### src/rtl/osc_stab_pkg.sv
package osc_stab_pkg;
  localparam int unsigned STAT_W = 8;
  localparam int unsigned N_OSC  = 3;
  localparam int unsigned IDX_MAIN = 0;
  localparam int unsigned IDX_SUB  = 1;
  localparam int unsigned IDX_HIO  = 2;

  typedef enum logic [1:0] {
    SRC_HIO  = 2'd0,
    SRC_MAIN = 2'd1,
    SRC_SUB  = 2'd2
  } clk_src_e;

  function automatic clk_src_e decode_src(input logic sub_sel, input logic main_sel);
    if (sub_sel)       return SRC_SUB;
    else if (main_sel) return SRC_MAIN;
    else               return SRC_HIO;
  endfunction

  // exponent of the threshold for tap j (j=0 is the top status bit)
  function automatic int unsigned tap_exp(input int unsigned base, input int unsigned j);
    if (j == 0) return base;
    else        return base + 1 + j;
  endfunction
endpackage

### src/rtl/osc_stop_guard.sv
module osc_stop_guard
  import osc_stab_pkg::*;
#(
  parameter logic [N_OSC-1:0] RST_STOP = 3'b011
) (
  input  logic             clk,
  input  logic             rst,
  input  clk_src_e         src,
  input  logic [N_OSC-1:0] wr,
  input  logic [N_OSC-1:0] val,
  output logic [N_OSC-1:0] stop_q,
  output logic             err_q,
  output logic [N_OSC-1:0] set_ok,
  output logic [N_OSC-1:0] clr_go
);
  logic [N_OSC-1:0] busy;
  logic [N_OSC-1:0] refuse;

  always_comb begin
    busy           = '0;
    busy[IDX_MAIN] = (src == SRC_MAIN);
    busy[IDX_SUB]  = (src == SRC_SUB);
    busy[IDX_HIO]  = (src == SRC_HIO);
  end

  for (genvar i = 0; i < N_OSC; i++) begin : g_osc
    assign set_ok[i] = wr[i] & val[i] & ~busy[i];
    assign refuse[i] = wr[i] & val[i] & busy[i];
    assign clr_go[i] = wr[i] & ~val[i] & stop_q[i];

    always_ff @(posedge clk) begin
      if (rst)                 stop_q[i] <= RST_STOP[i];
      else if (set_ok[i])      stop_q[i] <= 1'b1;
      else if (wr[i] & ~val[i]) stop_q[i] <= 1'b0;
    end

    // a refused request leaves the flag as it was
    p_refuse_keeps_flag_r10: assert property (@(posedge clk) disable iff (rst)
      refuse[i] |=> stop_q[i] == $past(stop_q[i]));
  end

  always_ff @(posedge clk) begin
    if (rst)          err_q <= 1'b0;
    else if (|refuse) err_q <= 1'b1;
  end

  p_err_sticky_r10: assert property (@(posedge clk) disable iff (rst)
    err_q |=> err_q);
  p_err_on_refuse_r10: assert property (@(posedge clk) disable iff (rst)
    (|refuse) |=> err_q);
endmodule

### src/rtl/osc_stab_counter.sv
module osc_stab_counter #(
  parameter int unsigned BASE_EXP = 11,
  localparam int unsigned CW = BASE_EXP + 9
) (
  input  logic          clk,
  input  logic          rst,
  input  logic          clr,
  input  logic          start,
  output logic [CW-1:0] cnt_d,
  output logic [CW-1:0] cnt_q,
  output logic          done_q
);
  localparam logic [CW-1:0] TOP = {{(CW-1){1'b0}}, 1'b1} << (BASE_EXP + 8);

  logic run_q, run_d, hit;

  always_comb begin
    cnt_d = cnt_q;
    run_d = run_q;
    hit   = 1'b0;
    if (clr) begin
      cnt_d = '0;
      run_d = 1'b0;
    end else if (start) begin
      cnt_d = '0;
      run_d = 1'b1;
    end else if (run_q) begin
      cnt_d = cnt_q + 1'b1;
      if (cnt_q == TOP - 1'b1) begin
        run_d = 1'b0;
        hit   = 1'b1;
      end
    end
  end

  always_ff @(posedge clk) begin
    if (rst) begin
      cnt_q  <= '0;
      run_q  <= 1'b0;
      done_q <= 1'b0;
    end else begin
      cnt_q  <= cnt_d;
      run_q  <= run_d;
      done_q <= hit;
    end
  end

  p_saturate_r6: assert property (@(posedge clk) disable iff (rst)
    cnt_q <= TOP);
  p_done_single_r6: assert property (@(posedge clk) disable iff (rst)
    done_q |=> !done_q);
  p_start_zero_r3: assert property (@(posedge clk) disable iff (rst)
    (start && !clr) |=> cnt_q == '0 && run_q);
  p_clear_halts_r2: assert property (@(posedge clk) disable iff (rst)
    clr |=> cnt_q == '0 && !run_q);
endmodule

### src/rtl/osc_stab_status.sv
module osc_stab_status
  import osc_stab_pkg::*;
#(
  parameter int unsigned BASE_EXP = 11,
  localparam int unsigned CW = BASE_EXP + 9
) (
  input  logic              clk,
  input  logic              rst,
  input  logic [CW-1:0]     cnt_next,
  output logic [STAT_W-1:0] status_q
);
  logic [STAT_W-1:0] tap;

  for (genvar b = 0; b < STAT_W; b++) begin : g_tap
    localparam int unsigned E = tap_exp(BASE_EXP, STAT_W - 1 - b);
    localparam logic [CW-1:0] THR = {{(CW-1){1'b0}}, 1'b1} << E;
    assign tap[b] = (cnt_next >= THR);
  end

  always_ff @(posedge clk) begin
    if (rst) status_q <= '0;
    else     status_q <= tap;
  end

  // a set bit implies every bit above it is set
  p_thermo_shape_r5: assert property (@(posedge clk) disable iff (rst)
    (((status_q << 1) & ~status_q) == '0));
endmodule

### src/rtl/osc_stab_ctrl.sv
module osc_stab_ctrl
  import osc_stab_pkg::*;
#(
  parameter int unsigned BASE_EXP = 11
) (
  input  logic       clk,
  input  logic       rst,
  input  logic       xt_ext_sel,
  input  logic       xt_osc_mode,
  input  logic       cpu_sub_sel,
  input  logic       cpu_main_sel,
  input  logic       main_stop_wr,
  input  logic       main_stop_val,
  input  logic       sub_stop_wr,
  input  logic       sub_stop_val,
  input  logic       hio_stop_wr,
  input  logic       hio_stop_val,
  input  logic       stop_enter,
  input  logic       stop_release,
  output logic [7:0] stab_status,
  output logic       stab_done,
  output logic       main_en,
  output logic       sub_en,
  output logic       hio_en,
  output logic       stop_err
);
  localparam int unsigned CW = BASE_EXP + 9;

  clk_src_e         src;
  logic [N_OSC-1:0] wr, val, stop_q, set_ok, clr_go;
  logic             in_stop_q, clr, start, xt_go;
  logic [CW-1:0]    cnt_d, cnt_q;

  assign src = decode_src(cpu_sub_sel, cpu_main_sel);

  always_comb begin
    wr            = '0;
    val           = '0;
    wr[IDX_MAIN]  = main_stop_wr;
    val[IDX_MAIN] = main_stop_val;
    wr[IDX_SUB]   = sub_stop_wr;
    val[IDX_SUB]  = sub_stop_val;
    wr[IDX_HIO]   = hio_stop_wr;
    val[IDX_HIO]  = hio_stop_val;
  end

  osc_stop_guard #(.RST_STOP(3'b011)) u_guard (
    .clk(clk), .rst(rst), .src(src), .wr(wr), .val(val),
    .stop_q(stop_q), .err_q(stop_err), .set_ok(set_ok), .clr_go(clr_go)
  );

  always_ff @(posedge clk) begin
    if (rst)               in_stop_q <= 1'b0;
    else if (stop_enter)   in_stop_q <= 1'b1;
    else if (stop_release) in_stop_q <= 1'b0;
  end

  assign xt_go = clr_go[IDX_MAIN] & ~xt_ext_sel & xt_osc_mode;
  assign clr   = stop_enter | set_ok[IDX_MAIN];
  assign start = xt_go | (stop_release & in_stop_q & ~stop_q[IDX_MAIN]);

  osc_stab_counter #(.BASE_EXP(BASE_EXP)) u_cnt (
    .clk(clk), .rst(rst), .clr(clr), .start(start),
    .cnt_d(cnt_d), .cnt_q(cnt_q), .done_q(stab_done)
  );

  osc_stab_status #(.BASE_EXP(BASE_EXP)) u_stat (
    .clk(clk), .rst(rst), .cnt_next(cnt_d), .status_q(stab_status)
  );

  assign main_en = ~stop_q[IDX_MAIN];
  assign sub_en  = ~stop_q[IDX_SUB];
  assign hio_en  = ~stop_q[IDX_HIO];

  p_clear_on_enter_r2: assert property (@(posedge clk) disable iff (rst)
    stop_enter |=> stab_status == 8'h00);
  p_done_full_r6: assert property (@(posedge clk) disable iff (rst)
    stab_done |-> stab_status == 8'hFF);
  p_main_guard_r7: assert property (@(posedge clk) disable iff (rst)
    (main_stop_wr && main_stop_val && !cpu_sub_sel && cpu_main_sel) |=> stop_err);
  p_sub_guard_r8: assert property (@(posedge clk) disable iff (rst)
    (sub_stop_wr && sub_stop_val && !cpu_sub_sel) |=> !sub_en);
  p_hio_guard_r9: assert property (@(posedge clk) disable iff (rst)
    (hio_stop_wr && hio_stop_val && (cpu_sub_sel || cpu_main_sel)) |=> !hio_en);
endmodule

### config.mk
export PLATFORM = sky130hd
export DESIGN_NAME = osc_stab_ctrl
export DESIGN_NICKNAME = d
export VERILOG_FILES = /design/src/rtl/osc_stab_pkg.sv /design/src/rtl/osc_stop_guard.sv /design/src/rtl/osc_stab_counter.sv /design/src/rtl/osc_stab_status.sv /design/src/rtl/osc_stab_ctrl.sv
export SDC_FILE = /design/constraint.sdc
export NUM_CORES = 1
export LEC_CHECK = 0
export ABC_CLOCK_PERIOD_IN_PS = 3300
export BUFFER_PORTS_ARGS = -buffer_cell sky130_fd_sc_hd__buf_2
export CAP_MARGIN = 20
export CORE_MARGIN = 2
export CORE_UTILIZATION = 30
export CTS_CLUSTER_DIAMETER = 80
export DETAILED_ROUTE_END_ITERATION = 10
export GPL_ROUTABILITY_DRIVEN = 0
export SETUP_SLACK_MARGIN = 0.1
export SLEW_MARGIN = 20
export SYNTH_ARGS = -nofsm -noshare
export SYNTH_HDL_FRONTEND = slang
export SYNTH_SLANG_ARGS = --single-unit
### constraint.sdc
create_clock -name clk -period 3.3 [get_ports clk]
set_clock_uncertainty 0.05 [all_clocks]
set_input_delay 0.495 -clock clk [delete_from_list [all_inputs] [get_ports clk]]
set_output_delay 0.495 -clock clk [all_outputs]
set_load 0.005 [all_outputs]
**Word-level counts from Yosys, hierarchy flattened**

Cells that the tools add are included.

- Bits in registers: 35
- Output and inout bits: 13

- Add/subtract/negate cells: 1
- Order comparisons: 8
- Eq/ne operators: 3
- Muxes and demuxes: 13
- Bitwise gates (word level): 30
- Reductions and logical operators: 8

Operators by type and width:

| cell | count |
|---|---|
| two-way mux 20 bit | 3 |
| adder 20 x 1 -> 20 bit, second input constant | 1 |
| equality test 20 x 19 -> 1 bit, second input constant | 1 |
| >= comparator 20 x 12 -> 1 bit, second input constant | 1 |
| >= comparator 20 x 14 -> 1 bit, second input constant | 1 |
| >= comparator 20 x 15 -> 1 bit, second input constant | 1 |
| >= comparator 20 x 16 -> 1 bit, second input constant | 1 |
| >= comparator 20 x 17 -> 1 bit, second input constant | 1 |
| >= comparator 20 x 18 -> 1 bit, second input constant | 1 |
| >= comparator 20 x 19 -> 1 bit, second input constant | 1 |
| >= comparator 20 bit, second input constant | 1 |
| bitwise AND 1 bit | 17 |
| inverter 1 bit | 11 |
| two-way mux 1 bit | 9 |
| OR reduction 2 bit | 3 |
| nonzero test 2 bit | 2 |
| OR reduction 4 bit | 1 |
| OR reduction 3 bit | 1 |
| equality test 2 x 1 -> 1 bit, second input constant | 1 |
| equality test 2 bit, second input constant | 1 |
| logical NOT 2 bit | 1 |
| two-way mux 2 bit | 1 |
| bitwise OR 1 bit | 2 |

**Logic depth before layout (Yosys ltp)**

- Depth in word-level cells: 9
- Mapped depth: 7

**Cells and area by module**

From an unflattened synthesis, not the netlist that was laid out.

- Cells, all modules: 204
- Area total of the unflattened synthesis: 1705.4 sq um

By module, submodules not included:

| module | instances | cells each | area each (sq um) |
|---|---|---|---|
| osc_stab_counter | 1 | 141 | 1152.4 |
| osc_stab_status | 1 | 24 | 250.2 |
| osc_stop_guard | 1 | 27 | 226.5 |
| osc_stab_ctrl | 1 | 12 | 76.3 |

**Worst setup path before layout**

OpenSTA, ideal clock, no wires.

- Kind: flip-flop to flip-flop
- Start point: reg u_cnt.cnt_q[0]
- End point: reg u_stat.status_q[6]
- Data arrival time: 1.680 ns
- Required time: 3.121 ns
- Path slack: 1.441 ns
- Cell stages (with the launch flop): 7
- Buffers on the path: 0
- Clock period less this slack: 1.859 ns
- Cells stage by stage: dfxtp_1 > ha_1 > nand4_1 > nor3_2 > nand4_1 > o21ai_2 > a31oi_1

- Word-level cells in the longest chain between the ends: 5

RTL lines:

| element | RTL line | source |
|---|---|---|
| start: declaration | osc_stab_counter.sv:10 | `output logic [CW-1:0] cnt_q,` |
| start signal: assignment | osc_stab_counter.sv:42 | `cnt_q <= cnt_d;` |
| adder 20 x 1 -> 20 bit | osc_stab_counter.sv:28 | `cnt_d = cnt_q + 1'b1;` |
| two-way mux 20 bit * | osc_stab_counter.sv:27 | `end else if (run_q) begin` |
| two-way mux 20 bit * | osc_stab_counter.sv:24 | `end else if (start) begin` |
| two-way mux 20 bit * | osc_stab_counter.sv:21 | `if (clr) begin` |
| >= comparator 20 x 14 -> 1 bit * | osc_stab_status.sv:17 | `assign tap[b] = (cnt_next >= THR);` |
| end signal: assignment | osc_stab_status.sv:22 | `else status_q <= tap;` |
| end: declaration | osc_stab_status.sv:10 | `output logic [STAT_W-1:0] status_q` |

Mark *: on every way between the ends. The rest lies on a longest branch, timed or not.
A chain may end at the register's enable or synchronous reset.

**Worst setup path after layout**

Ends and elaborated chain as after synthesis.

==> impl_metrics.tcl <==
set metrics [dict create \
    status "finished clean" \
    via_count 1336 \
    start_util 0.3057 \
    dieWidth_um 78.45 \
    cts_made_buffers 5 \
    num_rows 27 \
    cts_max_level 2 \
    wire_per_inst_um 10.68 \
    nets 232 \
    ioPinCount 27 \
    yosysMostFrequentCell "dfxtp_1" \
    max-clock-path-buffers 2 \
    internal_power_mw 0.5814 \
    cts_tree "done" \
    finalHoldViolCount 0 \
    core_mm2 0.005439 \
    final-seq-area_um2 700.7 \
    period_minus_slack_ns 2.200 \
    routed_via_density 4.639 \
    cp.required_ns 3.37 \
    rsz0062_at_grt "false" \
    drt_wl_total_mm 3.075 \
    crit_top_cell "nand4_1" \
    drc_errors 0 \
    setup_tns_ns 0 \
    cts.clk_slew.worst_paths_ns 0.06 \
    peakVddDrop_mv 0.2097 \
    syn_area_per_cell_um2 8.706 \
    yosysWarnings 0 \
    fmax_mhz 454.5 \
    synthArstFlopShare 0 \
    die_area_mm2 0.006154 \
    p_seq_frac 0.583 \
    worstSetupPathType "register to register" \
    drive_gt1_frac 0.1852 \
    fin_crit_sh 0.6668 \
    area_delta_synth_final_pct 15.50 \
    power_density_mw_per_mm2 383.8 \
    antenna_found_initial 0 \
    die_h_um 78.45 \
    p_clk_frac 0.373 \
    crit_path_end_kind "register" \
    synth_area_leaders "dfxtp_1 (42%), nor2_1 (7.2%), xnor2_1 (6.8%)" \
    synth_top_area_cell "dfxtp_1" \
    dpl_cell_area_mm2 0.001848 \
    crit_chain "ha_1 > nand4_1 > nor3_2 > nand4_1 > o21ai_2 > a31oi_1" \
    stdcell_area_mm2 0.001921 \
    pwr-share-comb 0.044 \
    synthTopCellsByCount "dfxtp_1 (35), nor2_1 (32), xnor2_1 (13)" \
    maxCapViolations 0 \
    p_leak_nw 0.7340 \
    multi_input_area_um2 885.9 \
    p_sw_mw 0.1556 \
    n_fill_cell 573 \
    finalNonFillerCells 288 \
    synth_top_area_share 0.4214 \
    drt_iter0_drc 52 \
    grt_pass1_wl_mm 5.658 \
    drv_slew 0 \
    worst_slew_pin_slew_ns 0.9561 \
    synth_area_mm2 0.001663 \
    n_antenna_cell 0 \
    synth-edff-count 0 \
    place_inst 282 \
    critical_path.startpoint_type "register" \
    yosys_register_bits 35 \
    hold_class "input port to register" \
    grt_pass1_vias 1311 \
    switching_share 0.2111 \
    post-cts-setup-buffers 0 \
    finalSetupViolCount 0 \
    grt_use_total 0.1162 \
    syn_nets 206 \
    hold_buffers 0 \
    place_hpwl_mm 2.363 \
    grt_max_degree 29 \
    post_synth_num_cell_types 43 \
    cp_max_fo 8 \
    cts_sinks 35 \
    seq_area_frac_synth 0.4214 \
    cts_root_buffer "clkbuf_8" \
    ant_nets 0 \
    overflow 0 \
    portBuffers 26 \
    clkLatencyLatePin_ns 0.28 \
    cp.arrival_ns 2.27 \
    synthCells 191 \
    dr.pass1.iters 4 \
    ys_dominant_reg_cell "dfxtp_1" \
    ctsResizeCount 0 \
    maxSlewHeadroom 0.3626 \
    cp_slowest_cell "dfxtp_1" \
    cp_slowest_stage_delay_ns 0.44 \
]
## layout by cell type (no fill, tap or decap), types with 4 or more instances in the layout
cell	Yosys	routed
and3_1	4	4
nor2_1	32	32
nand2_1	11	11
dfxtp_1	35	35
xnor2_1	13	13
a21oi_1	7	7
inv_1	11	11
nand3_1	9	9
nand4_1	6	6
nor4_1	5	5
clkbuf_8	0	5
xor2_1	8	8
buf_2	4	26
## power by group through the flow
stage / Clock, mW / Sequential (mW) / Combinational (mW)
3_5_place_dp: 0 / 0.439 / 0.0328
3_3_place_gp: 0 / 0.439 / 0.0324
5_1_grt: 0.302 / 0.430 / 0.0382
2_1_floorplan: 0 / 0.438 / 0.0177
4_1_cts: 0.285 / 0.430 / 0.0329
6_report: 0.275 / 0.430 / 0.0321
## final timing paths
path / from / slack [ns] / to / depth (start not counted)
setup / recovery: u_cnt.cnt_q[0]$_SDFF_PP0_ / 1.10 / u_stat.status_q[6]$_SDFF_PP0_ / 6
hold / removal: hio_stop_wr / 0.39 / u_guard.stop_q[2]$_SDFFE_PP0P_ / 2
hold reg to reg: u_guard.stop_q[2]$_SDFFE_PP0P_ / 0.43 / u_guard.stop_q[2]$_SDFFE_PP0P_ / 2
setup reg to reg: u_cnt.cnt_q[0]$_SDFF_PP0_ / 1.10 / u_stat.status_q[6]$_SDFF_PP0_ / 6
## worst max-delay path, delay by kind of cell (launching register included)
family / cells / cell delay, ns
simple gates: 3 / 0.89
fa+ha+maj: 1 / 0.28
compound gates: 2 / 0.38
flops: 1 / 0.44
## state kept, by name (all words and copies together) (netlist names)
register,cells
u_guard.stop_q,3
u_stat.status_q,8
u_cnt.cnt_q,20
u_cnt.done_q,1
u_cnt.run_q,1
u_guard.err_q,1
in_stop_q,1
## kinds of logic after synthesis
logic type,Yosys count,synth area share
and+or+nand+nor,85,0.2822
DFF,35,0.4214
AOI/OAI and AO/OA,30,0.1264
xor gates and xnor gates,21,0.1106
buffers and inverters,18,0.04590
muxes,1,0.006020
adders and majority gates,1,0.007523
## routing by layer
metal	share of wire	track usage	vias up
met1	0.50	0.1442	589
met5	0	0	-
met2	0.44	0.1828	27
met4	0.013	0.05789	0
li1	-	-	714
met3	0.045	0.03448	6
## layout make-up
class                   count  area share
multi-input cells         138      0.4612
clock buffers               6     0.03779
flip-flops and latches     35      0.3648
inverters                  11     0.02150
well taps                  72     0.04691
repair buffers             26     0.06775
## through the flow
| stage | util | setup slack, ns | hold WS (ns) | power [mW] |
|---|---|---|---|---|
| 2_1_floorplan | - | 1.441 | 0.4019 | 0.4559 |
| 3_3_place_gp | 0.3398 | 0.9982 | 0.4050 | 0.4714 |
| 3_5_place_dp | 0.3398 | 0.9539 | 0.4220 | 0.4719 |
| 4_1_cts | 0.3531 | 1.087 | 0.3783 | 0.7479 |
| 5_1_grt | 0.3531 | 0.8379 | 0.4123 | 0.7698 |
| 6_report | 0.3531 | 1.100 | 0.3852 | 0.7370 |
No activity file was read; power rests on OpenSTA's default activity.
